### src/rtl/clkgen_pkg.sv
package clkgen_pkg;
  parameter int SRC_N  = 4;  // internal source oscillators
  parameter int DIV_N  = 4;  // number of power-of-two divide codes
  localparam int SRC_W  = $clog2(SRC_N);
  localparam int DIVC_W = $clog2(DIV_N);
  localparam int CNT_W  = DIV_N;              // phase counter width, max ratio 2^DIV_N
  localparam int CFG_W  = DIVC_W + 1 + SRC_W;
  localparam int DATA_W = CFG_W;
  localparam int ADDR_W = 2;
  localparam logic [ADDR_W-1:0] ADDR_FREQ = 2'd0;
  localparam logic [ADDR_W-1:0] ADDR_DUTY = 2'd1;

  // src in the low bits, external select above, divide code on top
  typedef struct packed {
    logic [DIVC_W-1:0] div;
    logic              ext;
    logic [SRC_W-1:0]  src;
  } freq_cfg_t;

  typedef enum logic [1:0] {
    SEQ_IDLE  = 2'd0,
    SEQ_ARMED = 2'd1,
    SEQ_PRE   = 2'd2,
    SEQ_TRIG  = 2'd3
  } seq_t;
endpackage

### src/rtl/clkgen_regs.sv
module clkgen_regs
  import clkgen_pkg::*;
(
  input  logic              clk,
  input  logic              rst_n,
  input  logic              wr_en,
  input  logic [ADDR_W-1:0] wr_addr,
  input  logic [DATA_W-1:0] wr_data,
  output freq_cfg_t         cfg,
  output logic [CNT_W-1:0]  duty,
  output logic              launch
);
  freq_cfg_t        cfg_nxt;
  logic [CNT_W-1:0] duty_nxt;
  logic             launch_nxt;

  always_comb begin
    cfg_nxt    = cfg;
    duty_nxt   = duty;
    launch_nxt = 1'b0;
    if (wr_en && wr_addr == ADDR_FREQ) begin
      cfg_nxt    = freq_cfg_t'(wr_data[CFG_W-1:0]);
      launch_nxt = 1'b1;
    end
    if (wr_en && wr_addr == ADDR_DUTY)
      duty_nxt = wr_data[CNT_W-1:0];
  end

  always_ff @(posedge clk or negedge rst_n) begin
    if (!rst_n) begin
      cfg    <= '0;
      duty   <= '0;
      launch <= 1'b0;
    end else begin
      cfg    <= cfg_nxt;
      duty   <= duty_nxt;
      launch <= launch_nxt;
    end
  end
endmodule

### src/rtl/clkgen_srcsel.sv
module clkgen_srcsel
  import clkgen_pkg::*;
(
  input  logic [SRC_W-1:0] src,
  input  logic             ext,
  input  logic [SRC_N-1:0] src_tick,
  input  logic             ext_tick,
  output logic [SRC_N-1:0] src_en,
  output logic             sel_tick
);
  for (genvar i = 0; i < SRC_N; i++) begin : g_gate
    assign src_en[i] = !ext && (src == SRC_W'(i));
  end

  assign sel_tick = ext ? ext_tick : |(src_tick & src_en);
endmodule

### src/rtl/clkgen_div.sv
module clkgen_div
  import clkgen_pkg::*;
(
  input  logic              clk,
  input  logic              rst_n,
  input  logic              tick,
  input  logic              launch,
  input  logic [DIVC_W-1:0] div,
  input  logic [CNT_W-1:0]  duty,
  output logic              clk_out,
  output logic              rise
);
  logic [CNT_W:0]   ratio;
  logic [CNT_W-1:0] last;
  logic [CNT_W-1:0] hi;
  logic [CNT_W-1:0] ph, ph_nxt;
  logic             out_nxt;

  assign ratio = (CNT_W+1)'(2) << div;
  assign last  = CNT_W'(ratio - 1'b1);

  always_comb begin
    if (duty == '0)       hi = CNT_W'(1);
    else if (duty > last) hi = last;
    else                  hi = duty;
  end

  assign rise = tick && !launch && (ph == last);

  always_comb begin
    ph_nxt  = ph;
    out_nxt = clk_out;
    if (launch) begin
      ph_nxt  = last;
      out_nxt = 1'b0;
    end else if (tick) begin
      ph_nxt  = (ph == last) ? '0 : ph + 1'b1;
      out_nxt = (ph_nxt < hi);
    end
  end

  always_ff @(posedge clk or negedge rst_n) begin
    if (!rst_n) begin
      ph      <= CNT_W'(1);
      clk_out <= 1'b0;
    end else begin
      ph      <= ph_nxt;
      clk_out <= out_nxt;
    end
  end
endmodule

### src/rtl/clkgen_seq.sv
module clkgen_seq
  import clkgen_pkg::*;
(
  input  logic clk,
  input  logic rst_n,
  input  logic launch,
  input  logic rise,
  output logic pretrig,
  output logic trig
);
  seq_t st, st_nxt;

  always_comb begin
    st_nxt = st;
    if (launch) st_nxt = SEQ_ARMED;
    else if (rise) begin
      case (st)
        SEQ_ARMED: st_nxt = SEQ_PRE;
        SEQ_PRE:   st_nxt = SEQ_TRIG;
        SEQ_TRIG:  st_nxt = SEQ_IDLE;
        default:   st_nxt = SEQ_IDLE;
      endcase
    end
  end

  always_ff @(posedge clk or negedge rst_n) begin
    if (!rst_n) st <= SEQ_IDLE;
    else        st <= st_nxt;
  end

  assign pretrig = (st == SEQ_PRE);
  assign trig    = (st == SEQ_TRIG);
endmodule

### src/rtl/sample_clk_gen.sv
module sample_clk_gen
  import clkgen_pkg::*;
(
  input  logic              clk,
  input  logic              rst_n,
  input  logic              wr_en,
  input  logic [ADDR_W-1:0] wr_addr,
  input  logic [DATA_W-1:0] wr_data,
  input  logic [SRC_N-1:0]  src_tick,
  input  logic              ext_tick,
  output logic [SRC_N-1:0]  src_en,
  output logic              clk_out,
  output logic              pretrig,
  output logic              trig
);
  logic [1:0]       rst_q;
  logic             rst_sync_n;
  freq_cfg_t        cfg;
  logic [CNT_W-1:0] duty;
  logic             launch;
  logic             sel_tick;
  logic             rise;

  always_ff @(posedge clk or negedge rst_n) begin
    if (!rst_n) rst_q <= 2'b00;
    else        rst_q <= {rst_q[0], 1'b1};
  end
  assign rst_sync_n = rst_q[1];

  clkgen_regs u_regs (
    .clk(clk), .rst_n(rst_sync_n), .wr_en(wr_en), .wr_addr(wr_addr),
    .wr_data(wr_data), .cfg(cfg), .duty(duty), .launch(launch)
  );

  clkgen_srcsel u_srcsel (
    .src(cfg.src), .ext(cfg.ext), .src_tick(src_tick), .ext_tick(ext_tick),
    .src_en(src_en), .sel_tick(sel_tick)
  );

  clkgen_div u_div (
    .clk(clk), .rst_n(rst_sync_n), .tick(sel_tick), .launch(launch),
    .div(cfg.div), .duty(duty), .clk_out(clk_out), .rise(rise)
  );

  clkgen_seq u_seq (
    .clk(clk), .rst_n(rst_sync_n), .launch(launch), .rise(rise),
    .pretrig(pretrig), .trig(trig)
  );
endmodule

### config.mk
export PLATFORM = sky130hd
export DESIGN_NAME = sample_clk_gen
export DESIGN_NICKNAME = d
export VERILOG_FILES = /design/src/rtl/clkgen_pkg.sv /design/src/rtl/clkgen_regs.sv /design/src/rtl/clkgen_srcsel.sv /design/src/rtl/clkgen_div.sv /design/src/rtl/clkgen_seq.sv /design/src/rtl/sample_clk_gen.sv
export SDC_FILE = /design/constraint.sdc
export NUM_CORES = 1
export LEC_CHECK = 0
export BUFFER_PORTS_ARGS = -buffer_cell sky130_fd_sc_hd__buf_2
export CORE_ASPECT_RATIO = 1.4
export CORE_MARGIN = 8
export CORE_UTILIZATION = 53
export CTS_BUF_LIST = sky130_fd_sc_hd__clkbuf_4
export CTS_CLUSTER_DIAMETER = 50
export CTS_CLUSTER_SIZE = 12
export DETAILED_ROUTE_END_ITERATION = 7
export HOLD_SLACK_MARGIN = 0.12
export PLACE_DENSITY_LB_ADDON = 0.2
export SLEW_MARGIN = 25
export SYNTH_ARGS = -nofsm -noshare
export SYNTH_HDL_FRONTEND = slang
export SYNTH_SLANG_ARGS = --single-unit
export TNS_END_PERCENT = 10
### constraint.sdc
create_clock -name clk -period 0.9 [get_ports clk]
set_clock_uncertainty 0.05 [all_clocks]
set_input_delay 0 -clock clk [delete_from_list [all_inputs] [get_ports clk]]
set_output_delay 0 -clock clk [all_outputs]
set_load 0.05 [all_outputs]
==> results of run 1 <==
[flip-flops by register name (all words and copies together) (netlist names)]
register and cells:
rst_q 2, u_div.clk_out 1, u_div.ph 4, u_regs.cfg 5
u_regs.duty 4, u_regs.launch 1, u_seq.st 2
[power breakdown]
part	total, uW	leakage (uW)	switching, uW	internal, uW
clock	482	0.0000184	279	203
combinational	3740	0.000710	1810	1920
sequential	1460	0.000224	353	1100
[area by class of cell]
type,count,area share
Multi-Input combinational cell,93,0.450
Timing Repair Buffer,70,0.273
Tap cell,23,0.0144
Clock buffer,4,0.0150
Inverter,4,0.00752
Sequential cell,19,0.239
[placed cells by master (no fill, tap or decap), types with 2 or more instances in the layout]
| cell type | Yosys | routed |
|---|---|---|
| a21oi_1 | 5 | 4 |
| and2_1 | 2 | 2 |
| and3_1 | 3 | 3 |
| buf_2 | 1 | 14 |
| buf_4 | 0 | 40 |
| buf_6 | 1 | 8 |
| clkbuf_4 | 0 | 4 |
| dfrtp_1 | 18 | 17 |
| dlygate4sd3_1 | 0 | 7 |
| ha_1 | 7 | 3 |
| ha_4 | 0 | 3 |
| inv_1 | 4 | 3 |
| mux2_2 | 8 | 5 |
| mux2_4 | 1 | 4 |
| mux2i_2 | 0 | 2 |
| nand2_1 | 6 | 5 |
| nand2b_4 | 1 | 2 |
| nand3_1 | 4 | 4 |
| nand3b_1 | 2 | 2 |
| nand4_1 | 3 | 3 |
| nor2_1 | 12 | 8 |
| nor2_2 | 0 | 4 |
| nor2b_1 | 5 | 5 |
| nor4b_4 | 1 | 2 |
| o21ai_1 | 3 | 3 |
| o31ai_2 | 1 | 2 |
[worst reg2reg max path: cells and delay by family (launching register included)]
family / cells / cell delay [ps]
adders and majority gates: 2 / 600
and+or+nand+nor: 5 / 570
AOI/OAI and AO/OA: 4 / 800
DFF: 1 / 430
[metal layers]
metal / vias up / part of all wire / routed length (um) / track usage
met4: 0 / 0.019 / 89 / 0.0710
met2: 38 / 0.56 / 2620 / 0.435
li1: 576 / - / - / -
met1: 647 / 0.38 / 1770 / 0.229
met3: 9 / 0.039 / 180 / 0.0363
met5: - / 0 / 0 / 0
[how the worst max path moves through the flow]
stage | to | cells after the start | from
3_5_place_dp | u_div.clk_out$_DFFE_PN0P_ | 12 | u_regs.cfg[3]$_DFFE_PN0P_
5_1_grt | u_div.clk_out$_DFFE_PN0P_ | 12 | u_regs.cfg[3]$_DFFE_PN0P_
2_1_floorplan | u_div.clk_out$_DFFE_PN0P_ | 12 | u_regs.cfg[4]$_DFFE_PN0P_
3_3_place_gp | u_div.clk_out$_DFFE_PN0P_ | 12 | u_regs.cfg[3]$_DFFE_PN0P_
4_1_cts | u_div.clk_out$_DFFE_PN0P_ | 12 | u_regs.cfg[3]$_DFFE_PN0P_
6_report | u_div.clk_out$_DFFE_PN0P_ | 11 | u_regs.cfg[3]$_DFFE_PN0P_
[timing repair]
item | CTS | global route
endpoints found under the setup margin | 17 | 20
resized for setup | 31 | 11
endpoints found under the hold margin | 12 | 1
setup buffers | 1 | 0
pin swaps | 10 | 4
[kinds of logic after synthesis]
group,Yosys count,share of synthesized area
simple gates,46,0.230
compound gates,24,0.177
flops,19,0.370
mux,12,0.105
fa+ha+maj,7,0.0680
buf+inv,7,0.0272
xor+xnor,3,0.0204
other cells,1,0.00291
[stage by stage]
step,util,setup slack [ps]
after global placement,0.740,-1560
after detailed placement,0.740,-1680
after CTS,0.835,-1560
after floorplan,-,-1630
after global routing,0.853,-1740
final,0.853,-1630
==> flow_summary.toml, run 1 <==
[power_and_ir_drop]
vdd_drop_max_mv = 1.84
p_leak_uw = 0.000953
powerDensity_nw_per_um2 = 2840
finalPower_uw = 5680

[final_layout]
multi_input_area_um2 = 898
drive_above_1_share = 0.568
syn_to_final_growth_pct = 54.9
final_nets = 213
final_cells = 213
antennaDiodeCount = 0
seqCellArea_um2 = 478
final_area_um2 = 2000
nFillCells = 105

[placed_design]
globalplace.congestion = 0.865
port-buffer-count = 21
placed_area_um2 = 1730
hpwl_um = 2880
placedCellCount = 201

[setup_path]
worst_ep_arrival_time_ps = 2710
reg2reg_from = "u_regs.cfg[3]$_DFFE_PN0P_"
r2r_slack_ps = -1630
r2r_cells = 11
worstPathRequired_ps = 1070
crit_family = "compound AO/OA/AOI/OAI gates"
cp_num_buf_inv = 0
critical_path.max_fanout = 4
critPathKind = "reg -> reg"
slowest_stage = "dfrtp_1"
worstSetupStartpointType = "flop"
slowest_delay_ps = 430
cp-end-kind = "flop"
r2r-end = "u_div.clk_out$_DFFE_PN0P_"
cp_cell_sequence = "nand2_4, ha_4, nand2b_4, o311ai_4, and3_1, o21ai_2, ha_1, nand4b_1, nor2_1, a311o_1, o31ai_2"

[global_route]
grtUsageTotal = 0.221
grt_max_degree = 18
grt_pass1_vias = 1394
antenna_found_initial = 0
grt_pass1_wl_um = 7110
grt-ovfl-total = 0

[logic_synthesis]
synth.yosys.seq_area_share = 0.370
yosys.area.top_type = "dfrtp_1"
synth_fp_nets = 141
synth-seq-cells = 19
syn_area_um2 = 1290
async_reset_ff_frac = 1.00
syn_inst = 119
yosys-top-cells-count = "dfrtp_1 (18), nor2_1 (12), mux2_2 (8)"
avgSynthCellArea_um2 = 10.8
synth_cell_types = 47
ys_dominant_reg_cell = "dfrtp_1"
yosysWarnings = 0
synth_most_common_cell = "dfrtp_1"
synth_top_area_frac = 0.350
synth_area_leaders = "dfrtp_1 (35%), mux2_2 (7.0%), ha_1 (6.8%)"
synth_edf_count = 0

[die]
io-pin-count = 22
num_rows = 21
initial_core_util = 0.551
chipWidth_um = 57.7
coreArea_um2 = 2340
die-area_um2 = 4290
chipHeight_um = 74.3

[route]
via_count = 1270
drt_iter0_drc = 70
wl_per_cell_um = 21.9
ant_nets = 0
drc = 0
first_pass_iters = 4
viasPerCell = 5.96
routed_wl_um = 4670

[clocking]
cts_hold_buf = 7
cts.path.max_buffers = 2
ctsRootBufferMaster = "clkbuf_4"
cts_sinks = 19
cts_tree = "done"
h-tree-depth = 1
insertion_delay_ps = 310
cts_buffers = 3
path_clk_slew_ps = 110

[status]
status = "finished with violations"
violations = "negative setup slack"

[min_path]
hold_depth = 4
hold_class = "in -> reg"
holdCritStartpoint = "wr_addr[1]"
hold-path-endpoint = "u_regs.launch$_DFF_PN0_"

[timing]
timing.final.ws_setup_ps = -1630
finalSetupViolations = 18
rsz0062_at_grt = "yes"
finalSetupTns_ps = -9940
min_period_ps = 2530
hold_viol = 0
fin_hold_ws_ps = 110
post-route-period-util = 2.82
final_max_slew_viol_count = 0
max_freq_mhz = 395

[job]
cap_viol_max_count = 0
Power figures use the tool's default switching activity.
==> inputs of run 2 (changes only) <==
- RECOVER_POWER: not set -> 25
==> run 2 against run 1 <==
The run still ends with negative setup slack left. Register-to-register slack barely moved. Critical path depth is the same. Final cell count is the same. Critical path type unchanged. Highest routed layer unchanged.
==> flow_summary.toml, run 2 (synthesis gave the netlist of run 1 again) <==
[final_layout]
layout_commonest_cell = "buf_4"
final_nets = 213
max_flop_register = "u_regs.cfg"
most-common-layout-cells = "buf_4 (38), dfrtp_1 (17), buf_2 (14)"
antennaDiodeCount = 0
syn_to_final_growth_pct = 54.4
largest_reg_flops = 5
top_regs = "u_regs.cfg: 5 flops, u_div.ph: 4 flops, u_regs.duty: 4 flops"
drive_above_1_share = 0.563

[clocking]
h-tree-depth = 1
insertion_delay_ps = 310
cts_buffers = 3
cts.path.max_buffers = 2
cts_hold_buf = 7
cts_sinks = 19
cts_tree = "done"
ctsRootBufferMaster = "clkbuf_4"
path_clk_slew_ps = 110

[setup_path]
r2r_cells = 11
cp_cell_sequence = "nand2_4, ha_4, nand2b_4, o311ai_4, and3_1, o21ai_2, ha_1, nand4b_1, nor2_1, a311o_1, o31ai_2"
worstPathRequired_ps = 1070
slowest_delay_ps = 430
cp.depth = 11
critical_path.max_fanout = 4
crit_family = "compound AO/OA/AOI/OAI gates"
worstSetupStartpointType = "flop"
critPathKind = "reg -> reg"
worst_ep_arrival_time_ps = 2710
slowest_stage = "dfrtp_1"
cp-end-kind = "flop"
cp_num_buf_inv = 0

[die]
coreArea_um2 = 2340
initial_core_util = 0.551
chipWidth_um = 57.7
chipHeight_um = 74.3
num_rows = 21
die-area_um2 = 4290
io-pin-count = 22

[global_route]
grt-ovfl-total = 0
grtUsageTotal = 0.221
antenna_found_initial = 0
grt_max_degree = 18
grt_pass1_wl_um = 7110
grt_pass1_vias = 1394

[route]
ant_nets = 0
viasPerCell = 5.98
routed_wl_um = 4670
drc = 0
wl_met1_um = 1760
wl_met2_um = 2630
drt_iter0_drc = 71
via_count = 1273
wl_per_cell_um = 21.9
dr_wl_met3_um = 189
first_pass_iters = 5
top_layer_used = "met4"

[placed_design]
pre_cts_slack_ps = -1680
globalplace.congestion = 0.865
port-buffer-count = 21
hpwl_um = 2880

[power_and_ir_drop]
finalPower_uw = 5670
p_leak_uw = 0.000948
powerDensity_nw_per_um2 = 2850
vdd_drop_max_mv = 1.84

[status]
violations = "negative setup slack"
status = "finished with violations"

[timing]
finalSetupTns_ps = -9930
timing.final.ws_setup_ps = -1630
rsz0062_at_grt = "yes"
max_freq_mhz = 395
min_period_ps = 2530
final_max_slew_viol_count = 0
post-route-period-util = 2.81
finalSetupViolations = 18
hold_viol = 0

[min_path]
hold_depth = 4
hold_class = "in -> reg"

[job]
cap_viol_max_count = 0
## run 2: cell types whose count changed in the layout (fill, tap and decap cells not counted)
cell / change
buf_4: -2
clkbuf_1: +1
clkbuf_2: +1
## run 2: area by class of cell
| cell class | count | area (um2) |
|---|---|---|
| multi-input cells | 93 | 898 |
| repair buffers | 70 | 539 |
| flip-flops and latches | 19 | 478 |
| fillers | 106 | 349 |
| clock buffers | 4 | 30.0 |
| well taps | 23 | 28.8 |
| inverters | 4 | 15.0 |
## run 2: routing by layer
metal  up-vias  global-route usage
met1       646               0.229
met2        41               0.435
met3         9              0.0363
met5         -                   0
li1        577                   -
met4         0              0.0710
## run 2: path summary, 6_finish.rpt
kind	from	end	slack [ps]
min	wr_addr[1]	u_regs.launch$_DFF_PN0_	160
max	u_regs.cfg[3]$_DFFE_PN0P_	u_div.clk_out$_DFFE_PN0P_	-1630
min reg2reg	rst_q[1]$_DFF_PN0_	u_seq.st[0]$_DFFE_PN0P_	220
max in group asynchronous	rst_n	rst_q[0]$_DFF_PN0_	190
max reg2reg	u_regs.cfg[3]$_DFFE_PN0P_	u_div.clk_out$_DFFE_PN0P_	-1630
min in group asynchronous	rst_q[1]$_DFF_PN0_	u_seq.st[0]$_DFFE_PN0P_	220
## run 2: per-stage QoR
stage | hold WS (ps) | area, um2 | util | cells
final | 160 | 1990 | 0.851 | 213
after global routing | 170 | 1990 | 0.851 | 213
after CTS | 95.5 | 1950 | 0.835 | 213
after detailed placement | -262 | 1730 | 0.740 | 201
after global placement | -265 | 1730 | 0.740 | 201
after floorplan | -346 | 1310 | - | 119
## run 2: timing repair
action / CTS / global route
setup buffers: 1 / 0
endpoints found under the setup margin: 17 / 20
hold endpoints to repair: 12 / 1
gates resized for setup: 31 / 11
pin swaps: 10 / 4
## run 2: power breakdown
part / internal [uW] / switching, uW / total, uW
registers: 1100 / 353 / 1460
logic: 1920 / 1810 / 3740
clock network: 203 / 279 / 482
total: 3230 / 2450 / 5670
## run 2: worst register-to-register path, cell delays in order, from the launching register on
cell,delay (ps)
dfrtp_1,430
nand2_4,80
ha_4,280
nand2b_4,70
o311ai_4,290
and3_1,230
o21ai_2,70
ha_1,320
nand4b_1,120
nor2_1,70
a311o_1,270
o31ai_2,170
==> inputs of run 3 (changes only) <==
- ABC_CLOCK_PERIOD_IN_PS: not set -> 900
- PLACE_DENSITY: not set -> 0.75
- PLACE_DENSITY_LB_ADDON: 0.2 -> not set
==> run 3 against run 2 <==
The run still ends with negative setup slack left. Highest routed layer unchanged. Core utilization increased by 1.2 points. Via count rose by 10%. Setup slack worse by 120 ps.
==> flow_summary.toml, run 3 (synthesis gave the netlist of run 1 again) <==
[status]
status = "finished with violations"
violations = "negative setup slack"

[final_layout]
max_flop_register = "u_regs.cfg"
syn_to_final_growth_pct = 56.6
largest_reg_flops = 5
drive_above_1_share = 0.577
top_regs = "u_regs.cfg: 5 flops, u_div.ph: 4 flops, u_regs.duty: 4 flops"
most-common-layout-cells = "buf_4 (37), dfrtp_1 (15), buf_2 (14)"
layout_commonest_cell = "buf_4"
final_nets = 212
final_cells = 212
antennaDiodeCount = 0
final_area_um2 = 2020

[die]
chipHeight_um = 74.3
num_rows = 21
coreArea_um2 = 2340
chipWidth_um = 57.7
die-area_um2 = 4290
io-pin-count = 22
initial_core_util = 0.551

[global_route]
grt-ovfl-total = 0
grt_pass1_vias = 1516
antenna_found_initial = 0
grt_max_degree = 14
grtUsageTotal = 0.231
grt_pass1_wl_um = 7600

[route]
routed_wl_um = 5150
first_pass_iters = 6
viasPerCell = 6.60
wl_per_cell_um = 24.3
via_count = 1400
ant_nets = 0
drt_iter0_drc = 72
drc = 0

[setup_path]
r2r_slack_ps = -1760
slowest_stage = "dfrtp_1"
worstPathRequired_ps = 1090
r2r_cells = 11
cp_num_buf_inv = 0
critPathKind = "reg -> reg"
worstSetupStartpointType = "flop"
crit_family = "compound AO/OA/AOI/OAI gates"
critical_path.max_fanout = 6
cp.depth = 11
reg2reg_from = "u_regs.cfg[4]$_DFFE_PN0P_"
r2r-end = "u_div.clk_out$_DFFE_PN0P_"
crit_top_cell = "ha_4"
worst_ep_arrival_time_ps = 2840
cp-end-kind = "flop"
slowest_delay_ps = 410
cp_cell_sequence = "nand2_4, ha_4, nand2b_4, o311ai_4, nand3_1, a22o_1, ha_4, a21oi_2, a21boi_1, a311o_1, o31ai_2"

[power_and_ir_drop]
vdd_drop_max_mv = 2.13
clkPwrFrac = 0.079
finalPower_uw = 5940
p_leak_uw = 0.000947
p_sw_frac = 0.448
powerDensity_nw_per_um2 = 2940
pwr-share-seq = 0.246
pwr-share-comb = 0.675
internal-power_uw = 3280
switchingPower_uw = 2660

[min_path]
hold_class = "reg -> async"

[timing]
finalSetupTns_ps = -9930
finalSetupViolations = 21
post-route-period-util = 2.95
final_max_slew_viol_count = 0
rsz0062_at_grt = "yes"
hold_viol = 0
min_period_ps = 2660
max_freq_mhz = 377
timing.final.ws_setup_ps = -1760

[clocking]
cts.path.max_buffers = 2
insertion_delay_ps = 320
cts_buffers = 3
cts_sinks = 19
h-tree-depth = 1
cts_tree = "done"
cts_hold_buf = 7
ctsRootBufferMaster = "clkbuf_4"
path_clk_slew_ps = 120

[placed_design]
pre_cts_slack_ps = -1700
placed_area_um2 = 1730
hpwl_um = 2780
placedCellCount = 201
port-buffer-count = 21
globalplace.congestion = 0.870

[job]
cap_viol_max_count = 0
## run 3: cell types whose count changed in the layout (fill, tap and decap cells not counted), sizes merged
cell	change
clkbuf	-2
clkinv	+1
## run 3: timing repair
item | 4_1_cts | 5_1_grt
endpoints found under the hold margin | 15 | 4
cloned | 0 | 0
endpoints found under the setup margin | 19 | 22
resized for setup | 33 | 21
pin swaps | 8 | 1
setup buffers | 0 | 0
## run 3: worst max-delay path by stage
stage                                      to  slack, ps                       from
global placement    u_div.clk_out$_DFFE_PN0P_      -1610  u_regs.cfg[3]$_DFFE_PN0P_
CTS                 u_div.clk_out$_DFFE_PN0P_      -1580  u_regs.cfg[3]$_DFFE_PN0P_
floorplan           u_div.clk_out$_DFFE_PN0P_      -1630  u_regs.cfg[4]$_DFFE_PN0P_
global route        u_div.clk_out$_DFFE_PN0P_      -1820  u_regs.cfg[3]$_DFFE_PN0P_
detailed placement  u_div.clk_out$_DFFE_PN0P_      -1700  u_regs.cfg[3]$_DFFE_PN0P_
finish              u_div.clk_out$_DFFE_PN0P_      -1760  u_regs.cfg[4]$_DFFE_PN0P_
## run 3: final cells by class
| type | instances | area [um2] |
|---|---|---|
| fill | 113 | 320 |
| timing repair buffer | 69 | 546 |
| clock buffer | 3 | 22.5 |
| clock inverter | 1 | 5.00 |
| multi-input combinational | 93 | 916 |
| tap | 23 | 28.8 |
| sequential | 19 | 480 |
| inverter | 4 | 20.0 |
## run 3: power groups by stage
| stage | clock network (uW) | registers (uW) | logic, uW |
|---|---|---|---|
| floorplan | 0 | 1450 | 1890 |
| global placement | 0 | 1380 | 2960 |
| detailed placement | 0 | 1380 | 3130 |
| CTS | 446 | 1410 | 3530 |
| global route | 496 | 1480 | 4210 |
| finish | 468 | 1460 | 4010 |
## run 3: metal layers
| metal | vias up | wire [um] | part of all wire | track usage |
|---|---|---|---|---|
| li1 | 576 | - | - | - |
| met1 | 694 | 1880 | 0.36 | 0.253 |
| met2 | 97 | 2590 | 0.50 | 0.417 |
| met3 | 33 | 422 | 0.082 | 0.0415 |
| met4 | 0 | 257 | 0.050 | 0.112 |
| met5 | - | 0 | 0 | 0 |
## run 3: metrics by stage
| step | utilization | hold WS [ps] |
|---|---|---|
| global route | 0.863 | 44.1 |
| detailed placement | 0.740 | -256 |
| floorplan | - | -346 |
| global placement | 0.740 | -264 |
| finish | 0.863 | 29.8 |
| CTS | 0.834 | 35.2 |
